==> src/rtl/vma_pkg.sv <==
package vma_pkg;

   // Selects how the row-times-columns product is built.
   typedef enum logic [0:0] {
      MUL_OPERATOR  = 1'b0,
      MUL_SHIFT_ADD = 1'b1
   } mul_impl_e;

   // Default geometry of the screen area.
   localparam int DEF_ADDR_W     = 16;
   localparam int DEF_START_W    = 14;
   localparam int DEF_COL_W      = 6;
   localparam int DEF_ROW_W      = 5;
   localparam int DEF_RASTER_W   = 3;
   localparam int DEF_BLOCK_LOG2 = 11;
   localparam int DEF_COLS       = 40;

   // Bits needed to hold a constant value v.
   function automatic int bits_for(input int v);
      int n;
      n = 1;
      while ((1 << n) <= v) n++;
      return n;
   endfunction

endpackage

==> src/rtl/vma_row_scale.sv <==
module vma_row_scale
   import vma_pkg::*;
#(
   parameter int        ROW_W    = DEF_ROW_W,
   parameter int        WORD_W   = 10,
   parameter int        COLS     = DEF_COLS,
   parameter mul_impl_e MUL_IMPL = MUL_SHIFT_ADD
) (
   input  logic [ROW_W-1:0]  row_i,
   output logic [WORD_W-1:0] scaled_o
);

   localparam int COLS_BITS = bits_for(COLS);
   localparam logic [WORD_W-1:0] COLS_W = WORD_W'(COLS);

   logic [WORD_W-1:0] row_ext;

   // Elaboration checks on the geometry.
   if (ROW_W > WORD_W) begin : g_chk_row
      $error("vma_row_scale: ROW_W wider than the word offset");
   end
   if (COLS < 1) begin : g_chk_cols
      $error("vma_row_scale: COLS must be positive");
   end

   assign row_ext = {{(WORD_W-ROW_W){1'b0}}, row_i};

   if (MUL_IMPL == MUL_OPERATOR) begin : g_oper
      // Let synthesis pick the constant multiplier structure.
      assign scaled_o = row_ext * COLS_W;
   end else begin : g_shift_add
      // One shifted copy of the row for every set bit of COLS, summed in turn.
      logic [WORD_W-1:0] terms [COLS_BITS];
      for (genvar i = 0; i < COLS_BITS; i++) begin : g_term
         if (((COLS >> i) & 1) != 0) begin : g_on
            assign terms[i] = row_ext << i;
         end else begin : g_off
            assign terms[i] = '0;
         end
      end
      always_comb begin
         scaled_o = '0;
         for (int k = 0; k < COLS_BITS; k++) begin
            scaled_o = scaled_o + terms[k];
         end
      end
   end

endmodule

==> src/rtl/vma_word_offset.sv <==
module vma_word_offset #(
   parameter int WORD_W = 10,
   parameter int COL_W  = 6
) (
   input  logic [WORD_W-1:0] base_i,
   input  logic [WORD_W-1:0] row_scaled_i,
   input  logic [COL_W-1:0]  col_i,
   output logic [WORD_W-1:0] word_o
);

   logic [WORD_W-1:0] col_ext;

   if (COL_W >= WORD_W) begin : g_chk_col
      $error("vma_word_offset: COL_W must be narrower than WORD_W");
   end

   assign col_ext = {{(WORD_W-COL_W){1'b0}}, col_i};

   // Truncation to WORD_W bits is the wrap inside one block.
   assign word_o = base_i + row_scaled_i + col_ext;

endmodule

==> src/rtl/vma_addr_compose.sv <==
module vma_addr_compose #(
   parameter int ADDR_W   = 16,
   parameter int BANK_W   = 2,
   parameter int RASTER_W = 3,
   parameter int WORD_W   = 10
) (
   input  logic [BANK_W-1:0]   bank_i,
   input  logic [RASTER_W-1:0] raster_i,
   input  logic [WORD_W-1:0]   word_i,
   input  logic                phase_i,
   output logic [ADDR_W-1:0]   addr_o
);

   if (BANK_W + RASTER_W + WORD_W + 1 != ADDR_W) begin : g_chk_fields
      $error("vma_addr_compose: fields do not fill the address");
   end

   // bank | raster block | word in block | byte of pair
   assign addr_o = {bank_i, raster_i, word_i, phase_i};

endmodule

==> src/rtl/vma_addr_gen.sv <==
module vma_addr_gen
   import vma_pkg::*;
#(
   parameter int        ADDR_W     = DEF_ADDR_W,
   parameter int        START_W    = DEF_START_W,
   parameter int        COL_W      = DEF_COL_W,
   parameter int        ROW_W      = DEF_ROW_W,
   parameter int        RASTER_W   = DEF_RASTER_W,
   parameter int        BLOCK_LOG2 = DEF_BLOCK_LOG2,
   parameter int        COLS       = DEF_COLS,
   parameter mul_impl_e MUL_IMPL   = MUL_SHIFT_ADD
) (
   input  logic                clk,
   input  logic                rst_n,
   input  logic [START_W-1:0]  start_addr,
   input  logic [COL_W-1:0]    col_cnt,
   input  logic [ROW_W-1:0]    row_cnt,
   input  logic [RASTER_W-1:0] line_cnt,
   input  logic                byte_sel,
   output logic [ADDR_W-1:0]   mem_addr
);

   localparam int WORD_W    = BLOCK_LOG2 - 1;
   localparam int AREA_LOG2 = BLOCK_LOG2 + RASTER_W;
   localparam int BANK_W    = ADDR_W - AREA_LOG2;

   if (BANK_W < 1) begin : g_chk_bank
      $error("vma_addr_gen: address too narrow for a bank field");
   end
   if (START_W < WORD_W + BANK_W) begin : g_chk_start
      $error("vma_addr_gen: start register cannot hold bank and offset");
   end
   if (COLS >= (1 << COL_W)) begin : g_chk_colw
      $error("vma_addr_gen: COL_W too narrow for COLS");
   end

   logic [WORD_W-1:0] row_scaled;
   logic [WORD_W-1:0] word_ofs;
   logic [ADDR_W-1:0] addr_next;
   logic [BANK_W-1:0] bank_sel;

   // Bits between the offset and the bank are intentionally unused.
   assign bank_sel = start_addr[START_W-1 -: BANK_W];

   vma_row_scale #(
      .ROW_W    (ROW_W),
      .WORD_W   (WORD_W),
      .COLS     (COLS),
      .MUL_IMPL (MUL_IMPL)
   ) u_row_scale (
      .row_i    (row_cnt),
      .scaled_o (row_scaled)
   );

   vma_word_offset #(
      .WORD_W (WORD_W),
      .COL_W  (COL_W)
   ) u_word_offset (
      .base_i       (start_addr[WORD_W-1:0]),
      .row_scaled_i (row_scaled),
      .col_i        (col_cnt),
      .word_o       (word_ofs)
   );

   vma_addr_compose #(
      .ADDR_W   (ADDR_W),
      .BANK_W   (BANK_W),
      .RASTER_W (RASTER_W),
      .WORD_W   (WORD_W)
   ) u_compose (
      .bank_i   (bank_sel),
      .raster_i (line_cnt),
      .word_i   (word_ofs),
      .phase_i  (byte_sel),
      .addr_o   (addr_next)
   );

   always_ff @(posedge clk or negedge rst_n) begin
      if (!rst_n) mem_addr <= '0;
      else        mem_addr <= addr_next;
   end

endmodule

==> config.mk <==
export PLATFORM = sky130hd
export DESIGN_NAME = vma_addr_gen
export DESIGN_NICKNAME = d
export VERILOG_FILES = /design/src/rtl/vma_pkg.sv /design/src/rtl/vma_row_scale.sv /design/src/rtl/vma_word_offset.sv /design/src/rtl/vma_addr_compose.sv /design/src/rtl/vma_addr_gen.sv
export SDC_FILE = /design/constraint.sdc
export NUM_CORES = 1
export LEC_CHECK = 0
export BUFFER_PORTS_ARGS = -buffer_cell sky130_fd_sc_hd__buf_2
export CAP_MARGIN = 15
export CORE_MARGIN = 2
export CORE_UTILIZATION = 51
export CTS_BUF_LIST = sky130_fd_sc_hd__clkbuf_4 sky130_fd_sc_hd__clkbuf_8
export CTS_CLUSTER_DIAMETER = 50
export CTS_CLUSTER_SIZE = 24
export DETAILED_ROUTE_END_ITERATION = 12
export GPL_TIMING_DRIVEN = 0
export HOLD_SLACK_MARGIN = 0.15
export PLACE_DENSITY = 0.86
export SYNTH_ARGS = -nofsm -noshare
export SYNTH_HDL_FRONTEND = slang
export SYNTH_SLANG_ARGS = --single-unit
==> constraint.sdc <==
create_clock -name clk -period 0.8 [get_ports clk]
set_input_delay 0 -clock clk [delete_from_list [all_inputs] [get_ports clk]]
set_output_delay 0 -clock clk [all_outputs]
set_load 0.01 [all_outputs]
# ---- Yosys cells after proc, flatten, opt, wreduce, memory -nomap -nowiden
# Cells that the tools add are included.
dict set report word_totals {
  ff_bits 16
  in_bits 31
  word_cells 4
}
dict set report classes {
  addsub 3
}
# operator n
set ops {}
lappend ops {{10-bit adder} 1}
lappend ops {{10-bit by 6-bit adder with 10-bit output} 1}
lappend ops {{8-bit by 10-bit adder with 10-bit output} 1}

# ---- Depth between registers and ports, before layout
# Gate-level depths: netlist (run 1).
dict set report depth {
  word_depth 3
  mapped_depth 9
}

# ---- By module
# A second synthesis (run 1) with hierarchy kept.
dict set report unflattened {
  hier_cells 109
  area_unflattened_um2 1229.9
}
# module n_inst cells_each area_per_inst_um2
set by_module_without_submodules {}
lappend by_module_without_submodules {vma_word_offset 1 56 530.5}
lappend by_module_without_submodules {vma_addr_gen 1 16 400.4}
lappend by_module_without_submodules {vma_row_scale 1 21 178.9}
lappend by_module_without_submodules {vma_addr_compose 1 16 120.1}

# ---- Least setup slack after synthesis (run 1)
# OpenSTA, ideal clock, no wires.
dict set report synth_path {
  path_kind {input to register}
  start {in start_addr[5]}
  end {reg mem_addr[10]}
  setup_ns 0.080
  arrival_ns 1.846
  t_required_ns 0.720
  setup_slack_ns -1.126
  cell_stages 8
  n_path_buf 0
  path_cell_list {inv_1 fa_1 inv_1 fa_1 ha_1 nand2_2 o31ai_2 xnor2_1}
}
dict set report synth_between {
  elab_chain_cells 2
}
# item line
set synth_lines {}
lappend synth_lines {{start, declared} vma_addr_gen.sv:15} ;# input logic [START_W-1:0] start_addr,
lappend synth_lines {{10-bit adder} vma_word_offset.sv:20} ;# assign word_o = base_i + row_scaled_i + col_ext;
lappend synth_lines {{10-bit by 6-bit adder with 10-bit output} vma_word_offset.sv:20}
lappend synth_lines {{net addr_next[10]} vma_addr_gen.sv:39} ;# logic [ADDR_W-1:0] addr_next;
lappend synth_lines {{end signal, assigned} vma_addr_gen.sv:80} ;# else mem_addr <= addr_next;
lappend synth_lines {{end, declared} vma_addr_gen.sv:20} ;# output logic [ADDR_W-1:0] mem_addr
# The timed path passes the listed nets, and every way through them passes these cells.

# ---- Final worst setup path (run 1)
dict set report layout_path {
  start {in start_addr[5]}
  end {reg mem_addr[7]}
}
# The elaborated chain is that of the path after synthesis.

==> metrics.csv, run 1 <==
metric;value;unit
power;3.28;mW
fin_ws;-946;ps
worst_hold_slack;59.5;ps
cts-root-buf;clkbuf_4;
fmax;0.573;GHz
yosysUniqueCellTypes;17;
grt_pass1_wl;3930;um
synth.yosys.seq_area_share;39.8;%
antenna_found_initial;0;
htree_levels;1;
critPathBufInv;4;
fin_tns_setup;-5230;ps
via_count;786;
synth.most_common_cell;ha_1;
hold_violations;0;
initial_core_util;52.9;%
violations;negative setup slack;
powerDensity;2050;nW/um2
clock_sinks;16;
firstDrtPassIters;4;
setup_viol;13;
grt_max_degree;17;
n_antenna_cell;0;
largest_reg_flops;16;
critPathTopFamily;adder cells;
vias_per_cell;4.73;
die-area;2340;um2
critPathRequiredTime;1020;ps
max_cap_viol_count;0;
grt_remaining_overflow;0;
dp_slack;-1380;ps
synth_top_cell_by_area;dfrtp_1;
post-route-period-util;218;%
top_register;mem_addr;
synth_commonest_cells;ha_1 (18), dfrtp_1 (16), inv_1 (15);
vdd_drop_max;0.00131;V
syn-cell-area;1010;um2
outcome;finished, violations left;
synth.top_cell.area_share;39.8;%
drive_gt1_share;54.0;%
gp_congestion;0.706;
die_w;48.4;um
slew_viol_final;0;
place_inst;151;
yosys-top-cells-area;dfrtp_1 (40%), ha_1 (22%), fa_1 (14%);
pin_count;47;
grtUsageTotal;23.6;%
netlist_instances;80;
nNetsFinal;196;
fin_area;1600;um2
areaGrowthSynthToFinish;59.2;%
core_area;1900;um2
endpoint_kind;register;
dpl.hpwl;1720;um
ant_nets;0;
route.final.wire_length;2340;um
numCtsBuffers;3;
hold_depth;3;
rows;16;
instances_no_fill;166;
crit_type;in -> reg;
holdBufCountCts;8;
drc;0;
wl_per_cell;14.1;um
drt_iter0_drc;11;
slew_headroom;77.7;%
period_minus_slack;1750;ps
synth_seq_cells;16;
cp.arrival;1960;ps
synth_edf_count;0;
syn_avg_cell_area;12.6;um2
die_y;48.4;um
synth_flop_cell;dfrtp_1;
top_regs;mem_addr (16);
clockBufferDepth;2;
cts.reportedPaths.clkPinSlew;90;ps
syn-num-nets;136;
ys_warn_count;0;
cp_slowest_stage_delay;540;ps
grt_pass1_vias;879;
hold_path_class;in -> reg;
fillers;107;
worstPathMaxFanout;2;
critPathSlowestCell;fa_1;
rsz0062_at_grt;yes;
crit_path_start_kind;input port;
cp.depth;10;
worst_pin_slew;335;ps
leakage;0.779;nW
path_cells;buf_6, inv_2, fa_1, inv_1, fa_2, ha_4, buf_4, nor2b_1, nor2_1, xnor2_1;
tritoncts;built;
async_reset_ff_share;100;%
placed_area;1400;um2
io_buffers;44;
utilization;84.2;%
-- worst paths after layout --
kind,endpoint,from
setup / recovery,mem_addr[7]$_DFF_PN0_,start_addr[5]
hold / removal,mem_addr[2]$_DFF_PN0_,col_cnt[1]
min in group asynchronous,mem_addr[4]$_DFF_PN0_,rst_n
max in group asynchronous,mem_addr[15]$_DFF_PN0_,rst_n
-- tightest hold or removal path, stage by stage --
cell and delay (ps):
buf_2 80, ha_1 120, ha_2 130
-- layout by cell type (no fill, tap or decap), types with 2 or more instances in the layout --
master and n:
dfrtp_1 16, inv_1 13, ha_4 10, a21oi_4 3, buf_6 4, fa_1 4
ha_1 7, buf_4 3, xnor2_1 7, clkbuf_4 3, xor2_1 2, dlygate4sd3_1 8
buf_2 40, fa_2 3, nand2_1 2
-- power breakdown --
part / switching [mW] / internal, mW / total [mW]
registers: 0.0596 / 1.01 / 1.07
clock network: 0.260 / 0.278 / 0.538
logic: 0.803 / 0.873 / 1.68
total: 1.12 / 2.16 / 3.28
-- cells by family after synthesis --
| kind of cell | Yosys count | share of synthesized area [%] |
|---|---|---|
| AOI/OAI and AO/OA | 10 | 8.08 |
| xor gates and xnor gates | 9 | 7.84 |
| adders and majority gates | 25 | 36.3 |
| buffers and inverters | 15 | 5.60 |
| DFF | 16 | 39.8 |
| and+or+nand+nor | 5 | 2.36 |
-- area by class of cell --
type,count,area (um2),share of cell area (%)
flip-flops and latches,16,400,25.0
multi-input cells,49,719,44.9
well taps,27,33.8,2.11
inverters,15,63.8,3.98
clock buffers,4,36.3,2.27
repair buffers,55,348,21.7
-- timing repair --
action                                 CTS  global route
pin swaps                               11             7
setup endpoints to repair               10            23
gates resized for setup                  8             3
buffers inserted                         1             2
endpoints found under the hold margin   24             1
-- metal layers --
metal / global-route usage, % / share of wire (%) / up-vias
met5: 0 / 0 / -
met4: 20.0 / 5.0 / 0
met3: 4.32 / 6.7 / 9
met2: 43.5 / 55 / 45
met1: 22.2 / 33 / 356
li1: - / - / 376
No activity file was read; power rests on OpenSTA's default activity.
==> run 2, diff against run 1 <==
--- a/config.mk
+++ b/config.mk
@@ -7,15 +7,19 @@
 export LEC_CHECK = 0
 export BUFFER_PORTS_ARGS = -buffer_cell sky130_fd_sc_hd__buf_2
 export CAP_MARGIN = 15
-export CORE_MARGIN = 2
-export CORE_UTILIZATION = 51
+export CELL_PAD_IN_SITES_DETAIL_PLACEMENT = 1
+export CELL_PAD_IN_SITES_GLOBAL_PLACEMENT = 1
+export CORE_ASPECT_RATIO = 1.75
+export CORE_MARGIN = 3
+export CORE_UTILIZATION = 39
 export CTS_BUF_LIST = sky130_fd_sc_hd__clkbuf_4 sky130_fd_sc_hd__clkbuf_8
 export CTS_CLUSTER_DIAMETER = 50
 export CTS_CLUSTER_SIZE = 24
 export DETAILED_ROUTE_END_ITERATION = 12
 export GPL_TIMING_DRIVEN = 0
 export HOLD_SLACK_MARGIN = 0.15
-export PLACE_DENSITY = 0.86
+export PLACE_DENSITY_LB_ADDON = 0.1
+export SKIP_CTS_REPAIR_TIMING = 1
 export SYNTH_ARGS = -nofsm -noshare
 export SYNTH_HDL_FRONTEND = slang
 export SYNTH_SLANG_ARGS = --single-unit
==> run 2 against run 1 <==
  * Critical endpoint is now mem_addr[9]$_DFF_PN0_
  * Cell count shrank 1.2%
  * The flow finishes with violations (negative hold slack, negative setup slack)
  * Sequential cell count is the same
  * Combinational power is essentially flat
  * Clock power grew 31%
==> metrics.csv, run 2 (synthesis gave the netlist of run 1 again) <==
metric;value;unit
outcome;finished, violations left;
violations;negative hold slack, negative setup slack;
rsz0062_at_grt;yes;
die-area;3250;um2
fin_ws;-972;ps
hold_path_class;in -> reg;
via_count;815;
grt_pass1_vias;879;
route.final.wire_length;2740;um
drt_iter0_drc;2;
gp_congestion;0.750;
drc;0;
crit_type;in -> reg;
n_antenna_cell;0;
grt_remaining_overflow;0;
fmax;0.564;GHz
slew_viol_final;0;
antenna_found_initial;0;
clock_sinks;16;
die_w;44.4;um
hold_depth;2;
nNetsFinal;196;
numCtsBuffers;3;
top_regs;mem_addr (16);
worstPathMaxFanout;3;
leakage;0.800;nW
clockBufferDepth;2;
die_y;73.2;um
place_inst;149;
drive_gt1_share;55.4;%
slew_headroom;76.8;%
core_area;2360;um2
rows;23;
grt_pass1_wl;3750;um
worst_hold_slack;-16.5;ps
endpoint_kind;register;
instances_no_fill;164;
cts.reportedPaths.clkPinSlew;60;ps
layout_commonest_cell;buf_2;
post-route-period-util;222;%
worst_pin_slew;348;ps
tritoncts;built;
hold_violations;1;
fin_tns_setup;-5390;ps
layout_common_cells;buf_2 (42), dfrtp_1 (16), inv_1 (13), ha_4 (9), ha_1 (8);
powerDensity;2150;nW/um2
dpl.hpwl;2180;um
grtUsageTotal;16.5;%
htree_levels;1;
fillers;240;
wl_per_cell;16.7;um
vdd_drop_max;0.00106;V
firstDrtPassIters;2;
cts-root-buf;clkbuf_8;
hold_path.startpoint;col_cnt[0];
pin_count;47;
top_register;mem_addr;
setup_viol;7;
initial_core_util;42.6;%
ant_nets;0;
critPathRequiredTime;970;ps
io_buffers;44;
crit_path_start_kind;input port;
max_cap_viol_count;0;
grt_max_degree;17;
largest_reg_flops;16;
cp.arrival;1940;ps
period_minus_slack;1770;ps
vias_per_cell;4.97;
areaGrowthSynthToFinish;60.9;%
hold_path_end;mem_addr[1]$_DFF_PN0_;
## run 2: critical path, stage by stage
cell and delay [ps]:
buf_2 80, inv_1 40, fa_1 500, inv_1 60, fa_2 550, ha_4 220
nand2_4 90, o211ai_2 90, a21oi_2 170, xnor2_1 140
## run 2: final cells by class
class	instances	area, um2	area share, %
multi-input combinational	49	722	44.6
sequential	16	400	24.7
clock buffer	4	55.1	3.40
timing repair buffer	55	344	21.3
inverter	15	66.3	4.10
tap	25	31.3	1.93
## run 2: worst max-delay path by stage
| stage | start | cells past startpoint | endpoint |
|---|---|---|---|
| after floorplan | row_cnt[0] | 9 | mem_addr[9]$_DFF_PN0_ |
| after global placement | row_cnt[0] | 10 | mem_addr[9]$_DFF_PN0_ |
| after detailed placement | row_cnt[0] | 10 | mem_addr[9]$_DFF_PN0_ |
| after CTS | row_cnt[0] | 10 | mem_addr[10]$_DFF_PN0_ |
| after global routing | col_cnt[5] | 10 | mem_addr[9]$_DFF_PN0_ |
| final | col_cnt[5] | 10 | mem_addr[9]$_DFF_PN0_ |
## run 2: through the flow
stage | worst slack [ps] | area [um2] | power, mW | util, %
after floorplan | -1070 | 1150 | 2.04 | -
after global placement | -1330 | 1400 | 2.44 | 59.2
after detailed placement | -1330 | 1400 | 2.56 | 59.2
after CTS | -1070 | 1450 | 3.25 | 61.6
after global routing | -1040 | 1620 | 3.71 | 68.6
final | -972 | 1620 | 3.48 | 68.6
## run 2: power breakdown
group	leakage, nW	switching [mW]	total, mW	internal, mW
combinational	0.585	0.839	1.71	0.870
sequential	0.186	0.0538	1.06	1.01
clock	0.0288	0.268	0.705	0.437
## run 2: per-layer routing
layer,part of all wire [%],wire length [um],vias to the layer above,GRT usage (%)
met5,0,0,-,0
met4,3.6,98,0,9.06
met3,5.1,140,10,2.72
met1,33,906,390,15.2
met2,58,1600,39,32.0
li1,-,-,376,-
==> run 3, diff against run 2 <==
--- a/config.mk
+++ b/config.mk
@@ -20,6 +20,7 @@
 export HOLD_SLACK_MARGIN = 0.15
 export PLACE_DENSITY_LB_ADDON = 0.1
 export SKIP_CTS_REPAIR_TIMING = 1
+export SKIP_LAST_GASP = 1
 export SYNTH_ARGS = -nofsm -noshare
 export SYNTH_HDL_FRONTEND = slang
 export SYNTH_SLANG_ARGS = --single-unit
==> run 3 against run 2 <==
  * The run still ends with negative hold slack, negative setup slack left
  * Non-clock buffer count did not move
  * Total power barely moved
  * Combinational power barely moved
  * Maximum frequency rose by 0.19%
  * Clock power barely moved
  * First-iteration DRC count did not move
  * Largest cell class unchanged
  * Core utilization fell by 0.11 points
  * Worst hold slack barely moved
  * Die area did not move
  * Sequential cell count did not move
  * Sequential share of layout area barely moved
==> metrics.csv, run 3 (synthesis gave the netlist of run 1 again) <==
metric;value;unit
outcome;finished, violations left;
violations;negative hold slack, negative setup slack;
utilization;68.5;%
clock_sinks;16;
die_w;44.4;um
initial_core_util;42.6;%
cp.arrival;1940;ps
areaGrowthSynthToFinish;60.7;%
netSwitchingFraction;33.5;%
critPathSlowestCell;fa_2;
crit_type;in -> reg;
pin_count;47;
crit_path_start_kind;input port;
slew_headroom;76.8;%
worst_hold_slack;-16.4;ps
gp_congestion;0.750;
die_y;73.2;um
largest_reg_flops;16;
worstPathMaxFanout;3;
cp_slowest_stage_delay;550;ps
rows;23;
nNetsFinal;196;
die-area;3250;um2
firstDrtPassIters;2;
max_cap_viol_count;0;
htree_levels;1;
post-route-period-util;221;%
grt_remaining_overflow;0;
worst_pin_slew;348;ps
hold_violations;1;
layout_commonest_cell;buf_2;
pwr-share-seq;30.6;%
fin_area;1620;um2
instances_no_fill;164;
leakage;0.800;nW
slew_viol_final;0;
p_switching;1.17;mW
period_minus_slack;1770;ps
drive_gt1_share;54.7;%
drc;0;
powerDensity;2150;nW/um2
io_buffers;44;
grt_max_degree;17;
top_regs;mem_addr (16);
setup_viol;7;
placed_area;1400;um2
antenna_found_initial;0;
vdd_drop_max;0.00106;V
route.final.wire_length;2770;um
core_area;2360;um2
clockBufferDepth;2;
cts.reportedPaths.clkPinSlew;60;ps
ant_nets;0;
n_antenna_cell;0;
fin_ws;-969;ps
cts-root-buf;clkbuf_8;
internal_power;2.32;mW
clkPwrFrac;20.2;%
wl_per_cell;16.9;um
drt_iter0_drc;2;
via_count;814;
grt_pass1_vias;879;
rsz0062_at_grt;yes;
fmax;0.565;GHz
crit_top_cell;inv_1;
hold_path_class;in -> reg;
endpoint_kind;register;
vias_per_cell;4.96;
grtUsageTotal;16.5;%
top_register;mem_addr;
place_inst;149;
layout_common_cells;buf_2 (42), dfrtp_1 (16), inv_1 (13), ha_4 (9), ha_1 (8);
power;3.48;mW
critPathRequiredTime;970;ps
path_cells;buf_2, inv_1, fa_1, inv_1, fa_2, ha_4, nand2_4, o211ai_2, a21oi_2, xnor2_1;
grt_pass1_wl;3750;um
tritoncts;built;
combPwrFrac;49.2;%
numCtsBuffers;3;
dpl.hpwl;2180;um
==> run 3: cell counts in the layout (fill, tap and decap cells not counted) <==
Identical to the previous run, type by type.
==> run 3: through the flow <==
| step | setup slack, ps | setup TNS, ps |
|---|---|---|
| finish | -969 | -5460 |
| global route | -1050 | -5890 |
| global placement | -1330 | -7730 |
| floorplan | -1070 | -6030 |
| detailed placement | -1330 | -7940 |
| CTS | -1070 | -6060 |
==> run 3: final cells by class <==
cell class	instances	area [um2]
fill	241	743
tap	25	31.3
clock buffer	4	55.1
multi-input combinational	49	719
timing repair buffer	55	344
inverter	15	66.3
sequential	16	400
==> run 3: critical path, delay by kind of cell <==
| family | cells | cell delay (ps) |
|---|---|---|
| adders and majority gates | 3 | 1270 |
| AOI/OAI and AO/OA | 2 | 260 |
| buffers and inverters | 3 | 170 |
| xor gates and xnor gates | 1 | 140 |
| and+or+nand+nor | 1 | 90 |
==> run 3: path summary, 6_finish.rpt <==
path	end	from	slack (ps)	depth (start not counted)
min in group asynchronous	mem_addr[1]$_DFF_PN0_	rst_n	190	2
max in group asynchronous	mem_addr[0]$_DFF_PN0_	rst_n	360	2
worst min-delay path	mem_addr[1]$_DFF_PN0_	col_cnt[0]	-20	2
worst max-delay path	mem_addr[9]$_DFF_PN0_	col_cnt[5]	-970	10
==> run 3: layer usage <==
layer	vias up	GRT usage (%)	wire length (um)
met3	10	2.72	140
met5	-	0	0
met1	390	15.2	911
li1	375	-	-
met4	0	9.06	98
met2	39	32.0	1620
==> run 3: power groups by stage <==
stage / combinational [mW] / sequential (mW) / clock, mW
after floorplan: 0.854 / 1.19 / 0
after global placement: 1.38 / 1.06 / 0
after detailed placement: 1.47 / 1.09 / 0
after CTS: 1.48 / 1.06 / 0.714
after global routing: 1.88 / 1.08 / 0.768
final: 1.71 / 1.07 / 0.705
